**config.mk**
```make
export PLATFORM = sky130hd
export DESIGN_NAME = stpclk_sideband_latch
export DESIGN_NICKNAME = d
export VERILOG_FILES = /design/src/rtl/sbl_pkg.sv /design/src/rtl/sbl_sync.sv /design/src/rtl/sbl_hold_ctrl.sv /design/src/rtl/sbl_evt_latch.sv /design/src/rtl/sbl_pol_drive.sv /design/src/rtl/stpclk_sideband_latch.sv
export SDC_FILE = /design/constraint.sdc
export NUM_CORES = 1
export LEC_CHECK = 0
export ABC_AREA = 0
export BUFFER_PORTS_ARGS = -buffer_cell sky130_fd_sc_hd__buf_2
export CAP_MARGIN = 0
export CORE_AREA = 5 5 42 44
export DETAILED_ROUTE_END_ITERATION = 7
export DIE_AREA = 0 0 47 49
export GPL_ROUTABILITY_DRIVEN = 1
export GPL_TIMING_DRIVEN = 0
export HOLD_SLACK_MARGIN = 0.05
export SYNTH_ARGS = -nofsm -noshare
export SYNTH_HDL_FRONTEND = slang
export SYNTH_HIERARCHICAL = 1
export SYNTH_SLANG_ARGS = --single-unit
```
**constraint.sdc**
```tcl
create_clock -name clk -period 2.5 [get_ports clk]
set_input_delay 0.25 -clock clk [delete_from_list [all_inputs] [get_ports clk]]
set_output_delay 0.25 -clock clk [all_outputs]
set_load 0.1 [all_outputs]
```
**src/rtl/sbl_pkg.sv**
```systemverilog
package sbl_pkg;
   localparam int EVT_N    = 4;
   localparam int EVT_NMI  = 0;
   localparam int EVT_SMI  = 1;
   localparam int EVT_INTR = 2;
   localparam int EVT_INIT = 3;
   // idle levels of the event vector: only the smi line is active low
   localparam logic [EVT_N-1:0] EVT_IDLE = 4'b0010;

   typedef enum logic [1:0] {
      PH_FOLLOW  = 2'd0,
      PH_HOLD    = 2'd1,
      PH_RELEASE = 2'd2
   } hold_phase_e;
endpackage

```
**src/rtl/sbl_sync.sv**
```systemverilog
module sbl_sync #(
   parameter int   STAGES  = 2,
   parameter logic RST_VAL = 1'b1
) (
   input  logic clk,
   input  logic rst_n,
   input  logic d_i,
   output logic q_o
);
   initial begin
      if (STAGES < 2) $error("sbl_sync: STAGES must be at least 2");
   end

   logic [STAGES-1:0] chain;

   for (genvar g = 0; g < STAGES; g++) begin : g_stage
      logic src;
      if (g == 0) begin : g_first
         assign src = d_i;
      end else begin : g_next
         assign src = chain[g-1];
      end
      always_ff @(posedge clk or negedge rst_n) begin
         if (!rst_n) chain[g] <= RST_VAL;
         else        chain[g] <= src;
      end
   end

   assign q_o = chain[STAGES-1];
endmodule

```
**src/rtl/sbl_hold_ctrl.sv**
```systemverilog
module sbl_hold_ctrl
   import sbl_pkg::*;
#(
   parameter int HOLD_CYCLES = 5,
   localparam int CNT_W      = (HOLD_CYCLES < 2) ? 1 : $clog2(HOLD_CYCLES),
   localparam logic [CNT_W-1:0] CNT_LAST = CNT_W'(HOLD_CYCLES - 1)
) (
   input  logic        clk,
   input  logic        rst_n,
   input  logic        latch_mode_i,
   input  logic        stop_i,
   output logic        hold_o,
   output logic        load_o
);
   initial begin
      if (HOLD_CYCLES < 1) $error("sbl_hold_ctrl: HOLD_CYCLES must be at least 1");
   end

   hold_phase_e           phase_q, phase_d;
   logic [CNT_W-1:0]      cnt_q, cnt_d;

   always_comb begin
      phase_d = phase_q;
      unique case (phase_q)
         PH_FOLLOW: begin
            if (latch_mode_i && stop_i) phase_d = PH_HOLD;
         end
         PH_HOLD: begin
            if (!latch_mode_i) phase_d = PH_FOLLOW;
            else if (!stop_i)  phase_d = PH_RELEASE;
         end
         PH_RELEASE: begin
            if (!latch_mode_i)          phase_d = PH_FOLLOW;
            else if (stop_i)            phase_d = PH_HOLD;
            else if (cnt_q == CNT_LAST) phase_d = PH_FOLLOW;
         end
         default: phase_d = PH_FOLLOW;
      endcase
   end

   always_comb begin
      if (phase_q == PH_RELEASE && phase_d == PH_RELEASE) cnt_d = cnt_q + 1'b1;
      else                                                 cnt_d = '0;
   end

   always_ff @(posedge clk or negedge rst_n) begin
      if (!rst_n) begin
         phase_q <= PH_FOLLOW;
         cnt_q   <= '0;
      end else begin
         phase_q <= phase_d;
         cnt_q   <= cnt_d;
      end
   end

   assign hold_o = (phase_q != PH_FOLLOW);
   assign load_o = (phase_q == PH_FOLLOW);

   // a request seen in the release window returns to holding with the count cleared
   a_r7_restart_window: assert property (@(posedge clk) disable iff (!rst_n)
      (phase_q == PH_RELEASE && stop_i && latch_mode_i) |=> (phase_q == PH_HOLD && cnt_q == '0));

   // the window ends on its last count when no request is seen
   a_r6_window_end: assert property (@(posedge clk) disable iff (!rst_n)
      (phase_q == PH_RELEASE && cnt_q == CNT_LAST && !stop_i) |=> (phase_q == PH_FOLLOW));

   // the count stays inside the window
   a_r6_cnt_range: assert property (@(posedge clk) disable iff (!rst_n)
      (phase_q == PH_RELEASE) |-> (cnt_q <= CNT_LAST));

   // pass-through mode never enters a hold from the follow phase
   a_r1_no_hold: assert property (@(posedge clk) disable iff (!rst_n)
      (!latch_mode_i && phase_q == PH_FOLLOW) |=> (phase_q == PH_FOLLOW));
endmodule

```
**src/rtl/sbl_evt_latch.sv**
```systemverilog
module sbl_evt_latch #(
   parameter int                WIDTH = 4,
   parameter logic [WIDTH-1:0]  IDLE  = '0
) (
   input  logic             clk,
   input  logic             rst_n,
   input  logic             load_i,
   input  logic [WIDTH-1:0] d_i,
   output logic [WIDTH-1:0] q_o
);
   initial begin
      if (WIDTH < 1) $error("sbl_evt_latch: WIDTH must be positive");
   end

   for (genvar b = 0; b < WIDTH; b++) begin : g_bit
      always_ff @(posedge clk or negedge rst_n) begin
         if (!rst_n)      q_o[b] <= IDLE[b];
         else if (load_i) q_o[b] <= d_i[b];
      end
   end
endmodule

```
**src/rtl/sbl_pol_drive.sv**
```systemverilog
module sbl_pol_drive #(
   parameter int WIDTH = 2
) (
   input  logic             act_high_i,
   input  logic [WIDTH-1:0] req_i,
   output logic [WIDTH-1:0] pin_o
);
   initial begin
      if (WIDTH < 1) $error("sbl_pol_drive: WIDTH must be positive");
   end

   for (genvar b = 0; b < WIDTH; b++) begin : g_pin
      assign pin_o[b] = act_high_i ? req_i[b] : ~req_i[b];
   end
endmodule

```
**src/rtl/stpclk_sideband_latch.sv**
```systemverilog
module stpclk_sideband_latch
   import sbl_pkg::*;
#(
   parameter int   HOLD_CYCLES     = 5,
   parameter int   SYNC_STAGES     = 2,
   parameter logic LATCH_STRAP_VAL = 1'b1
) (
   input  logic clk,
   input  logic rst_n,
   input  logic strap_i,
   input  logic stpclk_n_i,
   input  logic nmi_i,
   input  logic smi_n_i,
   input  logic intr_i,
   input  logic init_i,
   input  logic cpurst_i,
   output logic nmi_o,
   output logic smi_n_o,
   output logic intr_o,
   output logic init_o,
   output logic cpurst_o
);
   initial begin
      if (HOLD_CYCLES < 1) $error("stpclk_sideband_latch: HOLD_CYCLES must be at least 1");
      if (SYNC_STAGES < 2) $error("stpclk_sideband_latch: SYNC_STAGES must be at least 2");
   end

   logic             latch_mode;
   logic             stpclk_n_s;
   logic             stop_req;
   logic             hold;
   logic             load;
   logic [EVT_N-1:0] evt_in, evt_held, evt_out;
   logic [1:0]       pin_req, pin_drv;

   assign latch_mode = (strap_i == LATCH_STRAP_VAL);

   assign evt_in[EVT_NMI]  = nmi_i;
   assign evt_in[EVT_SMI]  = smi_n_i;
   assign evt_in[EVT_INTR] = intr_i;
   assign evt_in[EVT_INIT] = init_i;

   sbl_sync #(.STAGES(SYNC_STAGES), .RST_VAL(1'b1)) u_sync (
      .clk   (clk),
      .rst_n (rst_n),
      .d_i   (stpclk_n_i),
      .q_o   (stpclk_n_s)
   );
   assign stop_req = ~stpclk_n_s;

   sbl_hold_ctrl #(.HOLD_CYCLES(HOLD_CYCLES)) u_ctrl (
      .clk          (clk),
      .rst_n        (rst_n),
      .latch_mode_i (latch_mode),
      .stop_i       (stop_req),
      .hold_o       (hold),
      .load_o       (load)
   );

   sbl_evt_latch #(.WIDTH(EVT_N), .IDLE(EVT_IDLE)) u_latch (
      .clk    (clk),
      .rst_n  (rst_n),
      .load_i (load),
      .d_i    (evt_in),
      .q_o    (evt_held)
   );

   assign evt_out = hold ? evt_held : evt_in;

   assign nmi_o   = evt_out[EVT_NMI];
   assign smi_n_o = evt_out[EVT_SMI];
   assign intr_o  = evt_out[EVT_INTR];

   assign pin_req = {cpurst_i, evt_out[EVT_INIT]};

   sbl_pol_drive #(.WIDTH(2)) u_pol (
      .act_high_i (latch_mode),
      .req_i      (pin_req),
      .pin_o      (pin_drv)
   );

   assign init_o   = pin_drv[0];
   assign cpurst_o = pin_drv[1];

   // the held values do not move while the hold continues
   a_r5_held_stable: assert property (@(posedge clk) disable iff (!rst_n)
      (hold && $past(hold)) |-> $stable(evt_held));

   // with no hold the event lines equal their inputs
   a_r4_follow: assert property (@(posedge clk) disable iff (!rst_n)
      !hold |-> ({init_i, intr_i, smi_n_i, nmi_i} == {(latch_mode ? init_o : ~init_o), intr_o, smi_n_o, nmi_o}));

   // the reset pin follows its request at the strap polarity
   a_r3_rst_polarity: assert property (@(posedge clk) disable iff (!rst_n)
      cpurst_o == (latch_mode ? cpurst_i : ~cpurst_i));

   // the first cycle after reset has no hold and idle stored values
   a_r8_reset_idle: assert property (@(posedge clk)
      (!$past(rst_n) && rst_n) |-> (!hold && evt_held == EVT_IDLE));
endmodule

```
==> run metrics, run 1 <==
outcome completed; Routed wire per std cell 11.2 um; Final ANT Viol Nets 0; RePlAce Congestion 0.676; Pleak 0.296 nW; crit-path cells or2_2, mux2_2, xnor2_2, buf_2; core outline area 1400 um2; start of the worst register-to-register path u_ctrl/phase_q[1]; post-CTS sizing 0; CTS tree done; YS warnings 6; Synth Cell Area 518 um2; crit path max fanout 5; HP Class input port to flop; Die H 49 um; #FFs+latches synth 11; fin cells 72; Placed Cells incl. Taps 67; Worst Hold Launch stpclk_n_i; worst setup path start u_ctrl/phase_q[1]; Slew Viols, Final 0; largest net degree at the start of global routing 12; die area 2300 um2; Worst Setup Start Kind flop; Final min period 2170 ps; Ports 14; final hold violations 0; vias in the first global route 358; Area growth syn-to-layout 24.9%; Root Buffer clkbuf_4; delay-heaviest family, CP flip-flops; total congestion overflow 0; VDD IR max 0.279 mV; Required @ worst endpoint 2250 ps; diodes inserted 0; fin nets 68; clk_skew 2.33 ps; pwr dens 670 nW/um2; Syn Inst Count 38; Bufs and invs on worst path 1; routed vias 346; syn nets 49; Initial Util 0.370; Setup TNS 0 ps; most frequent cells in the layout buf_2 (13), mux2_2 (8), dfrtp_1 (8), inv_1 (4); Peak Freq 0.460 GHz; Critical Path Sink Type output port; RSZ-0062 raised after global routing false; drt pass-1 iters 4; clock buffer depth 2; # setup viols final 0; sequential area share after synthesis 0.539; I/O Buffers 13; H-tree levels 1; DIE WIDTH 47 um; clock buffer count from CTS 3; leading area contributor after synthesis dfrtp_1; max_cap viols 0; total track usage 0.0885; proportion of layout cells with a drive suffix above 1 0.536; Vias/cell 4.81; slowest stage delay, CP 440 ps; mean post-synth cell area 13.6 um2; kind of critical path flop to output port; Final Cycle Share 0.870; Max-slew headroom 0.678; DRT iter0 DRCs 7; Residual DRC 0; num rows 14; Reg clk slew, reported paths 70 ps; Slew @ Worst Pin 486 ps; first-pass GRT wire length 1.48 mm; Worst-Skew Late Latency 260 ps; Critical-path top delay cell dfrtp_1; initial antenna violation count 0; clock sink count 11; WL final 803 um; ranking of synthesized cells by area dfrtp_1 (39%), mux2_2 (17%), dfstp_2 (15%); Worst Path Arrival 1920 ps; Synth cell types 15; leading cell type in the layout, fill and taps excluded buf_2; post-DP HPWL 637 um; top-area cell type share of the netlist area 0.386
-- logic make-up after synthesis --
family / after synthesis / synth area share
multiplexers: 8 / 0.174
buffers and inverters: 4 / 0.0290
flip-flops: 11 / 0.539
AND/OR/NAND/NOR: 8 / 0.140
XOR/XNOR: 3 / 0.0507
AO/OA/AOI/OAI: 2 / 0.0193
adder cells (fa/ha/maj): 2 / 0.0483
-- registers in the layout, indices dropped and copies added (netlist names) --
signal,count
u_latch/q_o,4
u_ctrl/cnt_q,3
u_ctrl/phase_q,2
u_sync/g_stage.src,1
u_sync/q_o,1
-- layer usage --
metal | routed length (um) | part of all wire | global-route usage | vias to the layer above
met3 | 67 | 0.083 | 0.0443 | 2
met5 | 0 | 0 | 0 | -
li1 | - | - | - | 165
met2 | 355 | 0.44 | 0.124 | 14
met1 | 369 | 0.46 | 0.110 | 165
met4 | 10 | 0.012 | 0.0415 | 0
-- stage by stage --
step / worst slack, ps / utilization / hold slack, ps / cell area [um2] / power, W
floorplan: 283 / - / -45.6 / 526 / 0.000299
CTS: 302 / 0.462 / 71.4 / 647 / 0.000443
finish: 326 / 0.462 / 84.2 / 647 / 0.000434
global placement: 613 / 0.436 / 130 / 611 / 0.000322
detailed placement: 593 / 0.436 / 129 / 611 / 0.000323
global route: 224 / 0.462 / 64.8 / 647 / 0.000462
-- repair_timing --
item	4_1_cts	5_1_grt
hold buffers	1	0
endpoints found under the hold margin	8	0
buffers inserted	0	0
setup endpoints to repair	0	0
-- area by class of cell --
class,count,area (um2)
fillers,132,754
multi-input cells,23,231
clock buffers,4,26.3
flip-flops and latches,11,279
inverters,4,15.0
repair buffers,14,75.1
well taps,16,20.0
-- synthesized netlist by cell type --
library cell and n:
nand2_1 1, and2_1 1, a21oi_1 1, nor3_1 2
dfrtp_1 8, nor3b_1 1, o21ai_0 1, inv_1 4
xnor2_1 3, mux2_2 8, or2_2 1, nand4bb_4 1
ha_1 2, dfstp_2 3, nand4bb_1 1
-- where the power goes --
| part | switching [W] | internal [W] |
|---|---|---|
| Sequential | 0.00000517 | 0.000191 |
| Combinational | 0.0000908 | 0.0000328 |
| Clock | 0.0000528 | 0.0000616 |
| Total | 0.000149 | 0.000285 |
-- path summary, 6_finish.rpt --
check	endpoint	slack, ps	cells past startpoint
max in group asynchronous	u_latch/q_o[1]	1860	2
min in group asynchronous	u_latch/q_o[3]	380	2
hold reg to reg	u_sync/q_o	360	0
setup / recovery	init_o	330	4
hold / removal	u_sync/g_stage[1].src	80	1
setup reg to reg	u_latch/q_o[0]	1070	3
No activity file was read; power rests on OpenSTA's default activity.
==> run 2, diff against run 1 <==
Settings changed: REMOVE_ABC_BUFFERS set to 1.
==> run metrics, run 2 (synthesis results as in run 1) <==
outcome completed; Worst Path Arrival 1910 ps; Hold Path Sink u_sync/g_stage[1].src; fin nets 68; largest net degree at the start of global routing 12; Die H 49 um; VDD IR max 0.323 mV; H-tree levels 1; Peak Freq 0.463 GHz; HP Class input port to flop; Placed Cells incl. Taps 67; Biggest register u_latch/q_o; Worst-Skew Late Latency 260 ps; Power, Total 0.000434 W; clock sink count 11; Reg clk slew, reported paths 70 ps; first-pass GRT wire length 1.35 mm; switching share of power 0.353; Setup TNS 0 ps; Top Registers u_latch/q_o (4), u_ctrl/cnt_q (3), u_ctrl/phase_q (2); Hold Path Depth 1; Slew @ Worst Pin 495 ps; final hold violations 0; Pleak 0.293 nW; initial antenna violation count 0; Reg2Reg Setup Slack 1090 ps; cell internal pwr 0.000281 W; max_cap viols 0; Layout Utilization 0.457; crit path max fanout 5; Clk network pwr share 0.270; Critical Path Sink Type output port; proportion of layout cells with a drive suffix above 1 0.536; routed vias 326; drt pass-1 iters 2; DRT iter0 DRCs 1; clock buffer count from CTS 3; Worst R2R End u_latch/q_o[3]; sequential share of power 0.450; most frequent cells in the layout buf_2 (13), mux2_2 (8), dfrtp_1 (8), inv_1 (4); max reg flops 4; post-DP HPWL 650 um; I/O Buffers 13; vias in the first global route 312; fin cells 72; kind of critical path flop to output port; Final min period 2160 ps; Area growth syn-to-layout 23.7%; worst setup path start u_ctrl/phase_q[1]; Worst Setup Start Kind flop; die area 2300 um2; CTS tree done; Root Buffer clkbuf_4; RePlAce Congestion 0.666; Max-slew headroom 0.672; diodes inserted 0; Residual DRC 0; combinational share of power 0.280; # setup viols final 0; WL final 766 um; clock buffer depth 2; RSZ-0062 raised after global routing false; total track usage 0.0819; Initial Util 0.370; pwr dens 677 nW/um2; Slew Viols, Final 0; Final ANT Viol Nets 0; start of the worst register-to-register path u_ctrl/phase_q[1]; R2R cell count 3; Final Cycle Share 0.864; Ports 14; num rows 14; Worst Hold Launch stpclk_n_i; Required @ worst endpoint 2250 ps; Vias/cell 4.53; DIE WIDTH 47 um; core outline area 1400 um2; leading cell type in the layout, fill and taps excluded buf_2; total congestion overflow 0; clk_skew 3.58 ps; Routed wire per std cell 10.6 um; post-CTS sizing 0; P_sw 0.000153 W
==> run 2: layout make-up <==
class	instances	area, um2
clock buffer	3	22.5
sequential	11	279
multi-input combinational	23	224
timing repair buffer	14	75.1
tap	16	20.0
inverter	4	15.0
clock inverter	1	5.00
fill	151	761
==> run 2: worst max-delay path, cell delays in order (launching register included) <==
cell and delay [ps]:
dfrtp_1 430, or2_2 370, mux2_2 300, xnor2_1 120
buf_2 440
==> run 2: power groups by stage <==
stage | registers, W | clock network [W] | logic, W
floorplan | 0.000197 | 0 | 0.0000989
global placement | 0.000198 | 0 | 0.000121
detailed placement | 0.000199 | 0 | 0.000122
CTS | 0.000195 | 0.000124 | 0.000123
global route | 0.000197 | 0.000132 | 0.000128
finish | 0.000195 | 0.000117 | 0.000121
==> run 2: worst max path at each step <==
stage,to,cells after the start,slack (ps)
global placement,init_o,4,610
finish,init_o,4,340
global route,init_o,4,240
CTS,init_o,4,310
detailed placement,init_o,4,610
floorplan,init_o,3,-360
==> run 2: repair_timing <==
item / in CTS / in global routing
setup buffers: 0 / 0
hold buffers: 1 / 0
endpoints found under the hold margin: 8 / 0
==> run 2: per-layer routing <==
| layer | wire length [um] | share of wire | vias up | global-route usage |
|---|---|---|---|---|
| met2 | 349 | 0.46 | 8 | 0.109 |
| met5 | 0 | 0 | - | 0 |
| li1 | - | - | 167 | - |
| met1 | 349 | 0.46 | 151 | 0.112 |
| met3 | 67 | 0.087 | 0 | 0.0332 |
| met4 | 0 | 0 | 0 | 0.0415 |
==> run 2: metrics by stage <==
stage	hold slack [ps]	cell area [um2]	setup WS, ps
global route	60.6	641	236
global placement	130	603	612
detailed placement	130	603	614
finish	80.0	641	341
floorplan	-45.6	518	-355
CTS	65.3	641	313
==> run 3, diff against run 2 <==
Clock period 2.5 ns to 2.15 ns, I/O delays scaled along.
==> run metrics, run 3 (synthesis results as in run 1) <==
vias in the first global route 315; start of the worst register-to-register path u_ctrl/phase_q[1]; kind of critical path flop to output port; fin nets 69; clock buffer count from CTS 3; Hold Slack 197 ps; die area 2300 um2; Top Registers u_latch/q_o (4), u_ctrl/cnt_q (3), u_ctrl/phase_q (2); Root Buffer clkbuf_4; Slew @ Worst Pin 495 ps; initial antenna violation count 0; Area growth syn-to-layout 26.1%; most frequent cells in the layout buf_2 (12), mux2_2 (8), dfrtp_1 (8), inv_1 (4); Routed wire per std cell 10.6 um; Ports 14; Worst Hold Launch nmi_i; RSZ-0062 raised after global routing false; Worst R2R End u_latch/q_o[3]; area of the multi-input gates 224 um2; gr busiest metal met1; Slew Viols, Final 0; RePlAce Congestion 0.666; DRT iter0 DRCs 1; fill count 149; post-DP HPWL 650 um; Critical Path Sink Type output port; crit path max fanout 5; Reg2Reg Setup Slack 740 ps; outcome completed; Final Cycle Share 0.932; leading cell type in the layout, fill and taps excluded buf_2; WL final 775 um; drt pass-1 iters 2; Peak Freq 0.499 GHz; Worst Setup Start Kind flop; largest net degree at the start of global routing 12; R2R cell count 3; diodes inserted 0; Biggest register u_latch/q_o; Initial Util 0.370; total track usage 0.0826; num rows 14; met3 GRT Util 0.0332; grt met1 use 0.114; clock sink count 11; Register Area 279 um2; routed vias 328; VDD IR max 0.382 mV; # setup viols final 0; max_cap viols 0; clock buffer depth 2; Reg clk slew, reported paths 70 ps; first-pass GRT wire length 1.36 mm; Hold Path Depth 2; H-tree levels 1; final hold violations 0; Worst-Skew Late Latency 260 ps; core outline area 1400 um2; clk_skew 3.58 ps; Setup Buffers After CTS 0; Final ANT Viol Nets 0; I/O Buffers 13; Die H 49 um; CTS tree done; grt met2 use 0.109; Final min period 2000 ps; DIE WIDTH 47 um; Max-slew headroom 0.672; Vias/cell 4.49; proportion of layout cells with a drive suffix above 1 0.526; Residual DRC 0; Hold Path Sink u_latch/q_o[0]; Required @ worst endpoint 1930 ps; Worst Path Arrival 1790 ps; total congestion overflow 0; HP Class input port to flop; Power, Total 0.000508 W; pwr dens 777 nW/um2; Pleak 0.298 nW; max reg flops 4
==> run 3: where the power goes <==
part	internal, W	total (W)	switching (W)
Clock	0.0000686	0.000136	0.0000677
Sequential	0.000221	0.000227	0.00000553
Combinational	0.0000393	0.000144	0.000105
==> run 3: final cells by class <==
| type | count | area share |
|---|---|---|
| tap | 16 | 0.0307 |
| multi-input combinational | 23 | 0.343 |
| clock buffer | 3 | 0.0345 |
| clock inverter | 1 | 0.00766 |
| inverter | 4 | 0.0230 |
| timing repair buffer | 15 | 0.134 |
| sequential | 11 | 0.427 |
==> run 3: metal layers <==
| layer | wire length, um | vias to the layer above |
|---|---|---|
| li1 | - | 169 |
| met1 | 355 | 151 |
| met3 | 66 | 0 |
| met5 | 0 | - |
| met4 | 0 | 0 |
| met2 | 352 | 8 |
==> run 3: worst max-delay path by stage <==
stage	from	end	slack, ps	cells after the start
after floorplan	u_ctrl/phase_q[1]	init_o	-670	3
after global placement	u_ctrl/phase_q[1]	init_o	300	4
after detailed placement	u_ctrl/phase_q[1]	init_o	300	4
after CTS	u_ctrl/phase_q[1]	init_o	120	4
after global routing	u_ctrl/phase_q[1]	init_o	50	4
final	u_ctrl/phase_q[1]	init_o	150	4
==> run 3: critical path, cell delays in order (launching register included) <==
cell	delay [ps]
dfrtp_1	430
or2_2	370
mux2_2	300
xnor2_1	130
buf_4	300
==> run 3: per-stage QoR <==
| stage | worst slack [ps] | cell area (um2) | util | std cells | setup TNS, ps |
|---|---|---|---|---|---|
| after floorplan | -670 | 518 | - | 38 | -670 |
| after global placement | 297 | 603 | 0.430 | 67 | 0 |
| after detailed placement | 299 | 603 | 0.430 | 67 | 0 |
| after CTS | 119 | 653 | 0.466 | 73 | 0 |
| after global routing | 46.7 | 653 | 0.466 | 73 | 0 |
| final | 146 | 653 | 0.466 | 73 | 0 |
==> run 3: what timing repair did <==
| item | in CTS | in global routing |
|---|---|---|
| hold endpoints to repair | 11 | 0 |
| endpoints found under the setup margin | 1 | 0 |
| gates resized for setup | 1 | 0 |
| hold buffers | 2 | 0 |
